## config.mk

```make
export PLATFORM = sky130hd
export DESIGN_NAME = vec_lane_aligner
export DESIGN_NICKNAME = d
export VERILOG_FILES = /design/src/rtl/vla_pkg.sv /design/src/rtl/vla_agu.sv /design/src/rtl/vla_byte_en.sv /design/src/rtl/vla_lane_mirror.sv /design/src/rtl/vec_lane_aligner.sv
export SDC_FILE = /design/constraint.sdc
export NUM_CORES = 1
export LEC_CHECK = 0
export CAP_MARGIN = 20
export CORE_UTILIZATION = 45
export DETAILED_ROUTE_END_ITERATION = 10
export DONT_BUFFER_PORTS = 1
export GPL_TIMING_DRIVEN = 0
export PLACE_DENSITY_LB_ADDON = 0.3
export SETUP_SLACK_MARGIN = 0.15
export SLEW_MARGIN = 20
export SYNTH_ARGS = -nofsm -noshare
export SYNTH_HDL_FRONTEND = slang
export SYNTH_SLANG_ARGS = --single-unit
```

## constraint.sdc

```tcl
create_clock -name clk -period 2.6 [get_ports clk]
set_input_delay 0 -clock clk [delete_from_list [all_inputs] [get_ports clk]]
set_output_delay 0 -clock clk [all_outputs]
set_load 0.05 [all_outputs]
```

## src/rtl/vla_pkg.sv

```systemverilog
package vla_pkg;

    typedef enum logic [1:0] {
        SZ_BYTE = 2'd0,
        SZ_HALF = 2'd1,
        SZ_WORD = 2'd2,
        SZ_VEC  = 2'd3
    } acc_size_e;

    typedef enum logic [1:0] {
        S_IDLE = 2'd0,
        S_XFER = 2'd1,
        S_RESP = 2'd2
    } xfer_state_e;

endpackage

```

## src/rtl/vla_agu.sv

```systemverilog
// Effective address generation and alignment by access size.
module vla_agu
    import vla_pkg::*;
#(
    parameter int AW   = 32,
    parameter int BLKB = 16
) (
    input  logic [AW-1:0] base,
    input  logic [AW-1:0] index,
    input  logic          base_zero,
    input  acc_size_e     size,
    output logic [AW-1:0] ea
);
    localparam int BLKW = $clog2(BLKB);

    logic [AW-1:0] sum;
    logic [AW-1:0] mask;

    always_comb begin
        sum = (base_zero ? '0 : base) + index;
        unique case (size)
            SZ_BYTE: mask = '1;
            SZ_HALF: mask = ~AW'(1);
            SZ_WORD: mask = ~AW'(3);
            SZ_VEC:  mask = ~AW'((1 << BLKW) - 1);
        endcase
        ea = sum & mask;
    end
endmodule

```

## src/rtl/vla_byte_en.sv

```systemverilog
// Byte enables across the whole block: contiguous run of the access size.
module vla_byte_en
    import vla_pkg::*;
#(
    parameter int NB = 16
) (
    input  acc_size_e              size,
    input  logic [$clog2(NB)-1:0]  off,
    output logic [NB-1:0]          be
);
    localparam int OW = $clog2(NB);
    localparam int LW = OW + 2;

    logic [LW-1:0] len;
    logic [LW-1:0] lo;
    logic [LW-1:0] hi;

    always_comb begin
        unique case (size)
            SZ_BYTE: len = LW'(1);
            SZ_HALF: len = LW'(2);
            SZ_WORD: len = LW'(4);
            SZ_VEC:  len = LW'(NB);
        endcase
        lo = LW'(off);
        hi = lo + len;
    end

    for (genvar i = 0; i < NB; i++) begin : g_lane
        assign be[i] = (LW'(i) >= lo) && (LW'(i) < hi);
    end
endmodule

```

## src/rtl/vla_lane_mirror.sv

```systemverilog
// Maps register byte order (byte 0 in the top bits) to memory byte order
// (byte 0 in the low bits), honouring the endian mode. The map is its own
// inverse, so one instance serves stores and another serves loads.
module vla_lane_mirror #(
    parameter int NB = 16
) (
    input  logic            le,
    input  logic [NB*8-1:0] din,
    output logic [NB*8-1:0] dout
);
    for (genvar i = 0; i < NB; i++) begin : g_byte
        assign dout[8*i +: 8] = le ? din[8*i +: 8] : din[8*(NB-1-i) +: 8];
    end
endmodule

```

## src/rtl/vec_lane_aligner.sv

```systemverilog
module vec_lane_aligner
    import vla_pkg::*;
#(
    parameter int AW = 32,
    parameter int VW = 128,
    parameter int DW = 32
) (
    input  logic          clk,
    input  logic          rst_n,
    input  logic          req_valid,
    output logic          req_ready,
    input  logic [AW-1:0] req_base,
    input  logic [AW-1:0] req_index,
    input  logic          req_base_zero,
    input  logic [1:0]    req_size,
    input  logic          req_load,
    input  logic          req_le,
    input  logic [VW-1:0] req_vec,
    output logic          mem_valid,
    input  logic          mem_ready,
    output logic          mem_we,
    output logic [AW-1:0] mem_addr,
    output logic [DW/8-1:0] mem_be,
    output logic [DW-1:0] mem_wdata,
    input  logic [DW-1:0] mem_rdata,
    output logic          ld_valid,
    output logic [VW-1:0] ld_data
);
    localparam int NB    = VW / 8;
    localparam int BB    = DW / 8;
    localparam int NBEAT = VW / DW;
    localparam int BLKW  = $clog2(NB);
    localparam int OFFW  = $clog2(BB);
    localparam int BTW   = $clog2(NBEAT);

    // ---------------- request decode ----------------
    acc_size_e     eff_size;
    logic [AW-1:0] ea;
    logic [NB-1:0] be_all;
    logic [VW-1:0] st_img;
    logic          is_vec;
    logic [BTW-1:0] first_beat;

    always_comb begin
        eff_size   = req_load ? SZ_VEC : acc_size_e'(req_size);
        is_vec     = (eff_size == SZ_VEC);
        first_beat = is_vec ? '0 : ea[BLKW-1:OFFW];
    end

    vla_agu #(.AW(AW), .BLKB(NB)) u_agu (
        .base      (req_base),
        .index     (req_index),
        .base_zero (req_base_zero),
        .size      (eff_size),
        .ea        (ea)
    );

    vla_byte_en #(.NB(NB)) u_be (
        .size (eff_size),
        .off  (ea[BLKW-1:0]),
        .be   (be_all)
    );

    vla_lane_mirror #(.NB(NB)) u_st_mirror (
        .le   (req_le),
        .din  (req_vec),
        .dout (st_img)
    );

    // ---------------- state and datapath registers ----------------
    xfer_state_e state_q, state_d;

    logic [AW-BLKW-1:0]            blk_q;
    logic [BTW-1:0]                beat_q;
    logic [BTW-1:0]                last_q;
    logic                          we_q;
    logic                          le_q;
    logic [NBEAT-1:0][BB-1:0]      be_q;
    logic [NBEAT-1:0][DW-1:0]      img_q;
    logic                          accept;
    logic                          beat_done;
    logic                          final_beat;

    assign accept     = (state_q == S_IDLE) && req_valid;
    assign beat_done  = (state_q == S_XFER) && mem_ready;
    assign final_beat = (beat_q == last_q);

    // next-state logic
    always_comb begin
        state_d = state_q;
        unique case (state_q)
            S_IDLE: if (req_valid) state_d = S_XFER;
            S_XFER: if (mem_ready && final_beat) state_d = we_q ? S_IDLE : S_RESP;
            S_RESP: state_d = S_IDLE;
            default: state_d = S_IDLE;
        endcase
    end

    // state register
    always_ff @(posedge clk or negedge rst_n) begin
        if (!rst_n) state_q <= S_IDLE;
        else        state_q <= state_d;
    end

    // datapath registers
    always_ff @(posedge clk or negedge rst_n) begin
        if (!rst_n) begin
            blk_q  <= '0;
            beat_q <= '0;
            last_q <= '0;
            we_q   <= 1'b0;
            le_q   <= 1'b0;
            be_q   <= '0;
            img_q  <= '0;
        end else if (accept) begin
            blk_q  <= ea[AW-1:BLKW];
            beat_q <= first_beat;
            last_q <= is_vec ? BTW'(NBEAT - 1) : first_beat;
            we_q   <= !req_load;
            le_q   <= req_le;
            be_q   <= be_all;
            img_q  <= st_img;
        end else if (beat_done) begin
            if (!we_q) img_q[beat_q] <= mem_rdata;
            if (!final_beat) beat_q <= beat_q + BTW'(1);
        end
    end

    // output logic
    always_comb begin
        req_ready = 1'b0;
        mem_valid = 1'b0;
        ld_valid  = 1'b0;
        unique case (state_q)
            S_IDLE: req_ready = 1'b1;
            S_XFER: mem_valid = 1'b1;
            S_RESP: ld_valid  = 1'b1;
            default: req_ready = 1'b0;
        endcase
        mem_we    = mem_valid && we_q;
        mem_addr  = {blk_q, beat_q, {OFFW{1'b0}}};
        mem_be    = mem_valid ? be_q[beat_q] : '0;
        mem_wdata = img_q[beat_q];
    end

    vla_lane_mirror #(.NB(NB)) u_ld_mirror (
        .le   (le_q),
        .din  (img_q),
        .dout (ld_data)
    );

    // ---------------- assertions ----------------
    a_r2_ready_only_idle: assert property (@(posedge clk) disable iff (!rst_n)
        req_ready |-> (!mem_valid && !ld_valid));

    a_r6_hold_on_stall: assert property (@(posedge clk) disable iff (!rst_n)
        (mem_valid && !mem_ready) |=> (mem_valid && $stable(mem_addr) && $stable(mem_be)
                                       && $stable(mem_we) && $stable(mem_wdata)));

    a_r5_beat_step: assert property (@(posedge clk) disable iff (!rst_n)
        (mem_valid && mem_ready && !final_beat) |=>
            (mem_valid && mem_addr == $past(mem_addr) + AW'(BB)));

    a_r7_result_after_read: assert property (@(posedge clk) disable iff (!rst_n)
        ld_valid |-> $past(mem_valid && mem_ready && !mem_we));

    a_r3_be_width: assert property (@(posedge clk) disable iff (!rst_n)
        mem_valid |-> ($countones(mem_be) == 1 || $countones(mem_be) == 2
                       || $countones(mem_be) == 4));

    a_r7_one_pulse: assert property (@(posedge clk) disable iff (!rst_n)
        ld_valid |=> !ld_valid);
endmodule

```

==> out/results.ini <==
[clocking]
ctsHtreeMaxLevel=4
path_clk_slew_ns=0.07
cts_hold_buf=172
cts_tree=yes
clk_latency_ns=0.45
numCtsBuffers=17
cts_root_buf=clkbuf_16
cts.path.max_buffers=2
numClockSinks=180

[critical_path]
path_max_fanout=10
end_kind=flip-flop
regToRegSetupSlack_ns=0.20
r2r_start=state_q[0]
path_buf_inv=2
reg2reg_to=img_q[23]
critPathSlowestCell=dfrtp_1
slowest_delay_ns=0.42
worstSetupStartpoint=state_q[0]
cp_num_cells=6
startpoint_type=flip-flop
critPathTopFamily=buffers and inverters
critPathKind=flip-flop to flip-flop
arrival_ns=2.71
endpoint=img_q[23]
cpMostUsedCell=clkbuf_1
path_cells=nor2_4 -> nand2_1 -> clkbuf_1 -> clkbuf_1 -> a211oi_1 -> a31oi_1
crit_required_ns=2.91
r2r_cells=6

[power]
total_power_mw=26.2
total_leakage_power_nw=6.65
power_density_nw_per_um2=1550
ir_drop_v=0.000751

[status]
failed_checks=negative hold slack
outcome=finished, violations left

[floorplanning]
ioPinCount=433
die_w_um=178
initial_core_util_pct=46.2
placement_rows=63
die_h_um=178
coreArea_um2=30000
die_area_um2=31600

[synth]
syn_area_um2=13900
synth_cell_types=68
yosys_warnings=0
ys_seq_area_share_pct=32.4
yosys_register_bits=180
syn_inst=1587
avgSynthCellArea_um2=8.75
synth-edff-count=0
synthArstFlopShare_pct=100
synthFlopType=dfrtp_1

[timing]
finalSetupTns_ns=0
rsz0062_at_grt=true
min_period_ns=2.40
relSlewSlack_pct=28.2
holdWs_ns=-0.739
final_hold_viol_count=180
fin_skew_ns=0.00939
setup_violations=0
finalCritPeriodShare_pct=92.3
drv_slew=0
worstMarginPinSlew_ns=1.07
fmax_mhz=417

[final_layout]
final_cell_mix=nand2_1, dfrtp_1, dlygate4sd3_1
multi_input_area_um2=8870
ff_latch_area_um2=4510
layout_commonest_cell=nand2_1
layout-drive-gt1-share_pct=16.1
nets=2052
fin_area_um2=16900
syn_to_final_growth_pct=21.8
fill_cells=2745

[global_route]
grt_usage_pct=38.6
gr-total-overflow=0
grt_pass1_vias=14053
grt_pass1_wl_mm=89.9
grt_max_degree=181
antenna_found_initial=9

[drt]
avgRoutedWirePerCell_um=28.3
dr.pass1.iters=6
drc=0
drtIter0Drc=1888
num_vias=14568
viasPerCell=6.65
ant_nets=0
route.final.wire_length_mm=61.9

[placement]
dp_hpwl_mm=46.9
placed_cell_area_um2=14400
gp_congestion=0.983
io_buffers=0

[min_path]
hp-class=input port to async pin

[run]
max_cap_violations=0

## through the flow
stage / utilization, % / setup slack (ns) / cells
finish: 56.3 / 0.199 / 2191
global placement: 48.0 / -0.902 / 1978
detailed placement: 48.0 / -0.945 / 1978
CTS: 56.0 / 0.147 / 2180
global route: 56.2 / 0.117 / 2185
floorplan: - / 0.113 / 1588
## Yosys cell counts (3+ instances only)
library cell	number	area (um2)
a211oi_1	129	968
a21boi_0	3	22.5
a21o_1	12	90.1
a21oi_1	44	220
a21oi_2	3	26.3
a22o_1	5	43.8
a22oi_1	3	22.5
a31oi_1	140	876
a32o_1	5	50.1
and2_1	15	93.8
and3_1	5	31.3
and4_1	3	26.3
buf_1	5	18.8
buf_2	23	115
clkbuf_1	104	390
dfrtp_1	180	4500
ha_1	38	475
inv_1	10	37.5
mux2_2	129	1450
mux4_2	36	811
nand2_1	329	1230
nand2b_1	9	56.3
nand3_1	16	80.1
nand4_1	8	50.1
nor2_1	21	78.8
nor2b_1	163	1020
nor3_1	3	15.0
nor3_2	3	30.0
nor3b_1	3	22.5
nor4_1	3	18.8
o211ai_1	8	60.1
o21ai_0	39	195
o21ai_1	11	55.1
o21bai_1	5	37.5
o22a_1	3	26.3
o31ai_1	4	30.0
xnor2_1	14	123
xor2_1	17	149
## report_power, final
part	switching, mW	internal (mW)
clock network	1.20	1.58
logic	12.3	4.23
registers	2.68	4.21
total	16.2	10.0
## what timing repair did
item	CTS	global route
endpoints found under the setup margin	291	166
gates resized for setup	41	41
endpoints found under the hold margin	322	180
buffers inserted	0	1
pin swaps	0	1
## metal layers
metal / routed length (um) / global-route usage, % / vias up / share of wire (%)
met3: 7630 / 12.7 / 274 / 12
met4: 3460 / 20.0 / 4 / 5.6
met5: 30 / 0 / - / 0.048
li1: - / - / 6188 / -
met2: 28300 / 61.7 / 1145 / 46
met1: 22500 / 46.2 / 6957 / 36
## cell type report
type	count	share of cell area, %
well taps	390	2.89
diodes	10	0.148
plain buffers	134	3.76
multi-input cells	1263	52.5
inverters	11	0.244
repair buffers	173	10.2
clock inverters	8	0.740
clock buffers	22	2.81
flip-flops and latches	180	26.7
## cell families after synthesis
group,count (synthesis),synth area share [%]
mux,167,16.4
xor+xnor,32,2.07
fa+ha+maj,39,3.57
compound gates,432,20.9
simple gates,591,20.4
flops,180,32.4
buf+inv,145,4.18
other cells,1,0.0270
## how the worst min path moves through the flow
stage | start | end | slack (ns) | cells past startpoint
2_1_floorplan | rst_n | be_q[0] | -0.30 | 0
3_3_place_gp | rst_n | img_q[44] | -0.28 | 0
3_5_place_dp | rst_n | img_q[44] | -0.28 | 0
4_1_cts | rst_n | img_q[50] | -0.76 | 0
5_1_grt | rst_n | img_q[42] | -0.77 | 0
6_report | rst_n | img_q[44] | -0.74 | 0
## state kept, by name, indices dropped and copies added (netlist names)
signal	count
img_q	128
blk_q	28
be_q	16
beat_q	2
last_q	2
state_q	2
le_q	1
we_q	1
Power figures use the tool's default switching activity.
